### src/rtl/wdog_pkg.sv
package wdog_pkg;

    parameter int unsigned WD_CNT_W = 16;

    typedef logic [WD_CNT_W-1:0] wd_cnt_t;

    // bit 1 of the encoding is the "reset pulse active" flag
    typedef enum logic [1:0] {
        WD_PWRUP = 2'b00,
        WD_RUN   = 2'b01,
        WD_PULSE = 2'b10
    } wd_state_e;

    typedef struct packed {
        wd_cnt_t term;    // counter value on the last cycle of the phase
        wd_cnt_t win_lo;  // first counter value inside the trigger window
    } wd_lim_t;

    function automatic wd_cnt_t at_least(wd_cnt_t len, wd_cnt_t floor_len);
        return (len < floor_len) ? floor_len : len;
    endfunction

    function automatic logic pulse_active(wd_state_e s);
        return s[1];
    endfunction

endpackage

### src/rtl/wdog_edge.sv
module wdog_edge (
    input  logic clk,
    input  logic trig_i,
    output logic fall_o
);
    logic trig_q;

    // previous sample of the trigger; tracks the input in every mode so a
    // level held across reset or disable never looks like an edge
    always_ff @(posedge clk) begin
        trig_q <= trig_i;
    end

    assign fall_o = trig_q & ~trig_i;
endmodule

### src/rtl/wdog_limits.sv
module wdog_limits
    import wdog_pkg::*;
#(
    parameter int unsigned PULSE_CYC = 8
) (
    input  wd_state_e st_i,
    input  wd_cnt_t   period_cyc_i,
    input  wd_cnt_t   powerup_cyc_i,
    output wd_lim_t   lim_o
);
    localparam wd_cnt_t PULSE_LAST = wd_cnt_t'(PULSE_CYC - 1);

    wd_cnt_t per_len;
    wd_cnt_t pu_len;

    assign per_len = at_least(period_cyc_i, wd_cnt_t'(2));
    assign pu_len  = at_least(powerup_cyc_i, wd_cnt_t'(1));

    always_comb begin
        lim_o.win_lo = per_len >> 1;
        unique case (st_i)
            WD_PWRUP: lim_o.term = pu_len - 1'b1;
            WD_RUN:   lim_o.term = per_len - 1'b1;
            WD_PULSE: lim_o.term = PULSE_LAST;
            default:  lim_o.term = PULSE_LAST;
        endcase
    end
endmodule

### src/rtl/wdog_fsm.sv
module wdog_fsm
    import wdog_pkg::*;
(
    input  logic      clk,
    input  logic      rst,
    input  logic      run_en_i,
    input  logic      fall_i,
    input  wd_lim_t   lim_i,
    output wd_state_e st_o,
    output wd_cnt_t   cnt_o
);
    wd_state_e st_q;
    wd_cnt_t   cnt_q;
    logic      armed_q;   // a first trigger has been accepted
    logic      at_end;
    logic      in_win;

    assign at_end = (cnt_q == lim_i.term);
    assign in_win = (cnt_q >= lim_i.win_lo);

    always_ff @(posedge clk) begin
        if (rst || !run_en_i) begin
            st_q    <= WD_PWRUP;
            cnt_q   <= '0;
            armed_q <= 1'b0;
        end else begin
            unique case (st_q)
                WD_PWRUP: begin
                    if (fall_i) begin
                        st_q    <= WD_RUN;
                        cnt_q   <= '0;
                        armed_q <= 1'b1;
                    end else if (at_end) begin
                        st_q  <= WD_PULSE;
                        cnt_q <= '0;
                    end else begin
                        cnt_q <= cnt_q + 1'b1;
                    end
                end
                WD_RUN: begin
                    if (fall_i && in_win) begin
                        cnt_q <= '0;
                    end else if (fall_i || at_end) begin
                        st_q  <= WD_PULSE;
                        cnt_q <= '0;
                    end else begin
                        cnt_q <= cnt_q + 1'b1;
                    end
                end
                WD_PULSE: begin
                    if (at_end) begin
                        st_q  <= armed_q ? WD_RUN : WD_PWRUP;
                        cnt_q <= '0;
                    end else begin
                        cnt_q <= cnt_q + 1'b1;
                    end
                end
                default: begin
                    st_q  <= WD_PWRUP;
                    cnt_q <= '0;
                end
            endcase
        end
    end

    assign st_o  = st_q;
    assign cnt_o = cnt_q;
endmodule

### src/rtl/wdog_top.sv
module wdog_top
    import wdog_pkg::*;
#(
    parameter int unsigned PULSE_CYC = 8
) (
    input  logic                clk,
    input  logic                rst,
    input  logic                enable_i,
    input  logic                disable_i,
    input  logic [WD_CNT_W-1:0] period_cyc_i,
    input  logic [WD_CNT_W-1:0] powerup_cyc_i,
    input  logic                trig_i,
    output logic                wdrst_n_o
);
    logic      run_en;
    logic      fall_w;
    wd_state_e st_w;
    wd_cnt_t   cnt_w;
    wd_lim_t   lim_w;

    assign run_en = enable_i & ~disable_i;

    wdog_edge edge_i (
        .clk    (clk),
        .trig_i (trig_i),
        .fall_o (fall_w)
    );

    wdog_limits #(.PULSE_CYC(PULSE_CYC)) limits_i (
        .st_i          (st_w),
        .period_cyc_i  (period_cyc_i),
        .powerup_cyc_i (powerup_cyc_i),
        .lim_o         (lim_w)
    );

    wdog_fsm fsm_i (
        .clk      (clk),
        .rst      (rst),
        .run_en_i (run_en),
        .fall_i   (fall_w),
        .lim_i    (lim_w),
        .st_o     (st_w),
        .cnt_o    (cnt_w)
    );

    // output comes straight from a state register bit
    assign wdrst_n_o = ~pulse_active(st_w);
endmodule

### config.mk
export PLATFORM = sky130hd
export DESIGN_NAME = wdog_top
export DESIGN_NICKNAME = d
export VERILOG_FILES = /design/src/rtl/wdog_pkg.sv /design/src/rtl/wdog_edge.sv /design/src/rtl/wdog_limits.sv /design/src/rtl/wdog_fsm.sv /design/src/rtl/wdog_top.sv
export SDC_FILE = /design/constraint.sdc
export NUM_CORES = 1
export LEC_CHECK = 0
export BUFFER_PORTS_ARGS = -buffer_cell sky130_fd_sc_hd__buf_2
export CAP_MARGIN = 20
export CORE_UTILIZATION = 50
export CTS_CLUSTER_DIAMETER = 60
export DETAILED_ROUTE_END_ITERATION = 8
export PLACE_DENSITY = 0.81
export SYNTH_ARGS = -nofsm -noshare
export SYNTH_HDL_FRONTEND = slang
export SYNTH_SLANG_ARGS = --single-unit
### constraint.sdc
create_clock -name clk -period 4.4 [get_ports clk]
set_clock_uncertainty 0.15 [all_clocks]
set_input_delay 0.44 -clock clk [delete_from_list [all_inputs] [get_ports clk]]
set_output_delay 0.44 -clock clk [all_outputs]
set_load 0.05 [all_outputs]
* Word-level counts from Yosys, hierarchy flattened
Index checks and enable logic that the tools add are counted.
Word-level totals: flip-flop bits (word level) 20, bits of input ports 37, output and inout port bits 1, logic and storage cells 44
Cells by class: add/sub/neg operators 3, order comparisons 3, equality and inequality tests 7, multiplexer cells 15, bitwise operators 5, reduce and logical (&&, ||, !) cells 7
Operator list (count):
- 16-bit two-way mux | 6
- 16-bit one-hot mux with 3 select lines | 1
- 16-bit one-hot mux with 2 select lines | 1
- 16-bit by 1-bit subtractor with 16-bit output (second input constant) | 2
- 16-bit by 1-bit adder with 16-bit output (second input constant) | 1
- 16-bit == test | 1
- 16-bit by 15-bit greater-or-equal comparator with 1-bit output | 1
- 16-bit by 1-bit less-than comparator with 1-bit output (second input constant) | 1
- 16-bit by 2-bit less-than comparator with 1-bit output (second input constant) | 1
- 2-bit two-way mux | 5
- 2-bit one-hot mux with 3 select lines | 1
- 2-bit by 1-bit != test with 1-bit output (second input constant) | 2
- 4-bit AND reduction | 1
- 3-bit by 1-bit != test with 1-bit output (second input constant) | 1
- 1-bit NOT | 3
- 1-bit bitwise AND | 2
- 2-bit by 1-bit == test with 1-bit output (second input constant) | 1
- 2-bit == test (second input constant) | 1
- 2-bit zero test | 1
- 1-bit logical OR | 2
- 2-bit != test (second input constant) | 1
- 2-bit AND reduction | 1
- 1-bit logical AND | 1
- 1-bit zero test | 1
- 1-bit two-way mux | 1

* Logic depth before layout (Yosys ltp)
depth in word-level cells 9, mapped depth 17, depth with buffers taken out 14

* By module
Synthesis repeated with hierarchy kept, for this count alone.
Second synthesis, totals: cells, all modules 297, area, all modules 2366.0 um2
Modules (own cells, without submodules):
- wdog_fsm | times used 1, cells an instance 168, area an instance 1383.8 um2, seq. area each 380.4 um2
- wdog_limits | times used 1, cells an instance 125, area an instance 930.9 um2, seq. area each 0.0 um2
- wdog_edge | times used 1, cells an instance 2, area an instance 33.8 um2, seq. area each 20.0 um2
- wdog_top | times used 1, cells an instance 2, area an instance 17.5 um2, seq. area each 0.0 um2

* Least setup slack after synthesis
No wires, ideal clock.
path type input to register, start input period_cyc_i[8], end register fsm_i.st_q[1] (netlist: fsm_i.st_o[1]), library setup time 0.074 ns, arrival time 3.862 ns, data required time 4.176 ns, setup slack 0.313 ns, stages on the path 12, buffers on the path 0, cell sequence nor4_4 -> a41oi_1 -> o21ai_0 -> ha_1 -> nand3_1 -> a2111oi_1 -> xor2_1 -> mux2i_1 -> o311ai_0 -> or4_1 -> or4_1 -> a31oi_1
On the way: word-level cells in the longest chain between the ends 8, elaborated cells between the ends (all ways) 13, those cells by class 1 x add/sub; 2 x order compare; 5 x eq/ne; 2 x mux; 3 x reduce/logical
Ends and longest elaborated chain:
- start: declaration | RTL line wdog_top.sv:10 | input logic [WD_CNT_W-1:0] period_cyc_i,
- 16-bit by 2-bit less-than comparator with 1-bit output | RTL line wdog_pkg.sv:20 | return (len < floor_len) ? floor_len : len;
- 16-bit two-way mux (*) | RTL line wdog_pkg.sv:20
- 16-bit by 1-bit subtractor with 16-bit output | RTL line wdog_limits.sv:23 | WD_RUN: lim_o.term = per_len - 1'b1;
- 16-bit one-hot mux with 2 select lines | RTL line wdog_limits.sv:21 | unique case (st_i)
- 16-bit == test | RTL line wdog_fsm.sv:18 | assign at_end = (cnt_q == lim_i.term);
- 1-bit logical OR | RTL line wdog_fsm.sv:43 | end else if (fall_i || at_end) begin
- 2-bit by 1-bit != test with 1-bit output (no line)
- 4-bit AND reduction (no line) (*)
- end signal: assignment | RTL line wdog_fsm.sv:52 | st_q <= armed_q ? WD_RUN : WD_PWRUP;
- end: declaration | RTL line wdog_fsm.sv:12 | wd_state_e st_q;
Mark *: on every way between the ends. The rest lies on a longest branch, timed or not. A chain may end at the register's enable or synchronous reset.

* Worst setup path in the final report
start input powerup_cyc_i[5], end register fsm_i.cnt_q[13] (netlist: fsm_i.cnt_o[13])
On the way: word-level cells in the longest chain between the ends 9, elaborated cells between the ends (all ways) 11, those cells by class 1 x add/sub; 1 x order compare; 1 x eq/ne; 7 x mux; 1 x reduce/logical
Ends and longest elaborated chain:
- start: declaration | RTL line wdog_top.sv:11 | input logic [WD_CNT_W-1:0] powerup_cyc_i,
- 16-bit by 1-bit less-than comparator with 1-bit output | RTL line wdog_pkg.sv:20
- 16-bit two-way mux (*) | RTL line wdog_pkg.sv:20
- 16-bit by 1-bit subtractor with 16-bit output (*) | RTL line wdog_limits.sv:22 | WD_PWRUP: lim_o.term = pu_len - 1'b1;
- 16-bit one-hot mux with 2 select lines (*) | RTL line wdog_limits.sv:21
- 16-bit == test (*) | RTL line wdog_fsm.sv:18
- 1-bit logical OR | RTL line wdog_fsm.sv:43
- 16-bit two-way mux | RTL line wdog_fsm.sv:43
- 16-bit two-way mux | RTL line wdog_fsm.sv:41 | if (fall_i && in_win) begin
- 16-bit one-hot mux with 3 select lines (*) | RTL line wdog_fsm.sv:27 | unique case (st_q)
- end signal: assignment | RTL line wdog_fsm.sv:37 | cnt_q <= cnt_q + 1'b1;
- end signal: assignment | RTL line wdog_fsm.sv:47 | cnt_q <= cnt_q + 1'b1;
- end signal: assignment | RTL line wdog_fsm.sv:55 | cnt_q <= cnt_q + 1'b1;
- end: declaration | RTL line wdog_fsm.sv:13 | wd_cnt_t cnt_q;
Marks and branches as above.

==> impl_metrics.ini <==
[place]
dp_slack_ns = -0.0613
hpwlAfterDp_um = 6720
dpl_cell_area_sq_um = 3190
gp_congestion = 0.969
io_buffers = 37

[power]
total_power_uw = 457
p_per_area_nw_per_um2 = 141
p_switching_uw = 151
clockPowerShare_pct = 26.3
p_comb_share_pct = 33.5
internal-power_uw = 307
leakage_nw = 1.30
sw_frac_of_total_pct = 33.0
p_seq_share_pct = 40.2
ir_worst_vdd_uv = 117

[setup_path]
critPathMaxFanout = 16
worstPathRequired_ns = 4.37
cp.buffers_inverters = 3
max_stage_delay_ns = 0.53
path_depth = 17
path_cells = buf_2, nor4_4, nand4_1, o21ai_1, o21ai_0, ha_1, nor3b_1, mux2i_1, a31oi_1, o21ai_0, nor4bb_2, buf_4, nand2_1, or4_4, nor3_4, buf_12, a2111oi_1
start_kind = primary input
arrival_ns = 4.14
worst-r2r-cell-count = 13
cp_top_family = simple AND/OR/NAND/NOR gates
endpoint_kind = flip-flop
cp_common_cell = o21ai_0
path_class = in -> reg
cp_slowest_cell = or4_4

[floorplan]
die_h_um = 77.9
std_cell_rows = 27
core_sq_um = 5540
dieArea_sq_um = 6070
start_util_pct = 52.0
pin_count = 38
die_w_um = 77.9

[clock_network]
cts_hold_buf = 0
clk_latency_ns = 0.26
clk_pin_slew_worst_paths_ns = 0.07
post_cts_buffers = 0
clockBufferDepth = 2
numClockSinks = 20
cts-root-buf = clkbuf_8
cts_inserted_buffers = 3
htreeDepth = 1
cts_tree = yes

[sta]
fmax_mhz = 240
rsz0062_at_grt = false
hold_viol = 0
finalSetupTns_ns = 0
worst_slack_ns = 0.236
drv_slew = 0
post-route-period-util_pct = 94.6
tightestPinTransition_ns = 0.712
period_needed_ns = 4.16
slew_headroom_pct = 52.1
setup_viol = 0

[yosys]
synth_top_family_by_area = simple AND/OR/NAND/NOR gates
syn-num-nets = 438
syn_avg_cell_area_sq_um = 7.50
ys_types = 74
netlist_instances = 384
synth_edf_count = 0
synth_mux_area_share_pct = 6.00
syn_area_sq_um = 2880
ys_seq_area_share_pct = 13.9
yosysWarnings = 0
ys_dominant_reg_cell = dfxtp_1
yosys.area_share.simple_pct = 34.8
synthArstFlopShare_pct = 0
synthXorXnorAreaFrac_pct = 7.91
ys_ff_latch = 20
synth_compound_area_share_pct = 22.9
synthAdderAreaFrac_pct = 7.39

[drt]
drt_iter0_drc = 343
vias_per_cell = 6.37
ant_nets = 0
num_vias = 3132
post-route-drc-count = 0
wl_per_cell_um = 17.4
totalWireLength_um = 8580
drt_first_pass_iters = 5

[min_path]
hold_path.class = in -> reg
whs_path_depth = 1

[cells_and_area]
syn2layout_area_growth_pct = 12.7
drive_above_1_share_pct = 18.6
antenna_cells = 0
final_nets = 476
design_area_sq_um = 3250
post-route-util_pct = 58.6

[global_routing]
grt_max_degree = 30
antenna_found_initial = 0
grt_pass1_vias = 2904
overflow = 0
track_usage_pct = 28.7
grt_pass1_wl_um = 13800

[outcome]
status = complete, no violations

[run]
cap_violations = 0
==> per-stage QoR <==
step,instances,hold WS [ns]
final,492,0.157
after global routing,492,0.158
after CTS,492,0.156
after detailed placement,489,0.348
after global placement,489,0.332
after floorplan,384,0.303
==> cell type report <==
cell class              count  area, sq um
repair buffers             54          325
multi-input cells         317         2290
clock buffers               3         41.3
inverters                  26         97.6
well taps                  72         90.1
fillers                   508         2290
flip-flops and latches     20          400
==> kinds of logic after synthesis <==
| group | count (synthesis) |
|---|---|
| and+or+nand+nor | 172 |
| AOI/OAI and AO/OA | 85 |
| buffers and inverters | 47 |
| xor gates and xnor gates | 26 |
| DFF | 20 |
| muxes | 17 |
| adders and majority gates | 17 |
==> synthesized netlist by cell type (2+ instances only) <==
cell | n | area share (%)
a211o_1 | 2 | 0.61
nand3_1 | 18 | 3.1
clkbuf_1 | 10 | 1.3
a41oi_1 | 3 | 0.91
nor4_4 | 3 | 2.2
xor2_1 | 13 | 4.0
buf_1 | 2 | 0.26
nor3b_1 | 7 | 1.8
and4b_1 | 2 | 0.70
a2111oi_0 | 2 | 0.61
nand3b_1 | 3 | 0.78
dfxtp_1 | 20 | 14
and3_1 | 9 | 2.0
mux2i_1 | 15 | 5.2
nand2b_1 | 7 | 1.5
o21ai_0 | 10 | 1.7
or3_1 | 4 | 0.87
nand4_1 | 8 | 1.7
and4_1 | 2 | 0.61
nor2b_1 | 3 | 0.65
o211ai_1 | 3 | 0.78
or4_1 | 3 | 0.78
a2111oi_1 | 2 | 0.70
a31oi_1 | 3 | 0.65
o221ai_1 | 2 | 0.61
a22oi_1 | 3 | 0.78
nor4_1 | 7 | 1.5
buf_2 | 6 | 1.0
nor3_1 | 27 | 4.7
a32oi_1 | 3 | 0.91
mux2_2 | 2 | 0.78
xnor2_1 | 13 | 4.0
o2111a_1 | 2 | 0.78
a211oi_1 | 7 | 1.8
ha_1 | 17 | 7.4
nand2_1 | 23 | 3.0
a21oi_1 | 11 | 1.9
o21a_1 | 3 | 0.78
a21o_1 | 7 | 1.8
nor2_1 | 34 | 4.4
buf_6 | 2 | 0.78
o2111ai_1 | 3 | 0.91
o31ai_1 | 2 | 0.52
inv_1 | 26 | 3.4
==> layout by cell type (no fill, tap or decap), drive strengths merged, types with 15 or more instances in the layout <==
cell type  synthesis  final
nand3             18     18
ha                17     17
dfxtp             20     20
nor2              34     34
buf               11     54
nand2             23     23
nor3              28     28
inv               26     26
mux2i             15     15
==> power groups by stage <==
stage / combinational, mW / sequential [mW] / clock (mW)
after CTS: 0.149 / 0.184 / 0.123
after global routing: 0.167 / 0.184 / 0.131
after detailed placement: 0.148 / 0.188 / 0
after floorplan: 0.0873 / 0.187 / 0
after global placement: 0.146 / 0.188 / 0
final: 0.153 / 0.184 / 0.120
==> registers in the layout (all words and copies together), names as in the netlist <==
| register | count |
|---|---|
| fsm_i.armed_q | 1 |
| fsm_i.st_o | 2 |
| edge_i.trig_q | 1 |
| fsm_i.cnt_o | 16 |
==> timing repair <==
action | CTS | global route
setup endpoints to repair | 0 | 17
resized for setup | 0 | 2
endpoints found under the hold margin | 0 | 0
==> layer usage <==
metal	GRT usage (%)	vias to the layer above	share of wire, %
li1	-	1521	-
met1	38.0	1431	45
met2	45.8	148	44
met3	3.88	32	7.1
met4	13.6	0	3.7
met5	0	-	0
==> worst paths after layout <==
| check | slack [ns] | from | end |
|---|---|---|---|
| hold reg to reg | 0.36 | fsm_i.armed_q | fsm_i.armed_q |
| hold / removal | 0.16 | trig_i | edge_i.trig_q |
| setup / recovery | 0.24 | powerup_cyc_i[5] | fsm_i.cnt_o[13] |
| setup reg to reg | 0.39 | fsm_i.st_o[0] | fsm_i.st_o[1] |
Note: power is estimated with default switching activity, not from simulation.
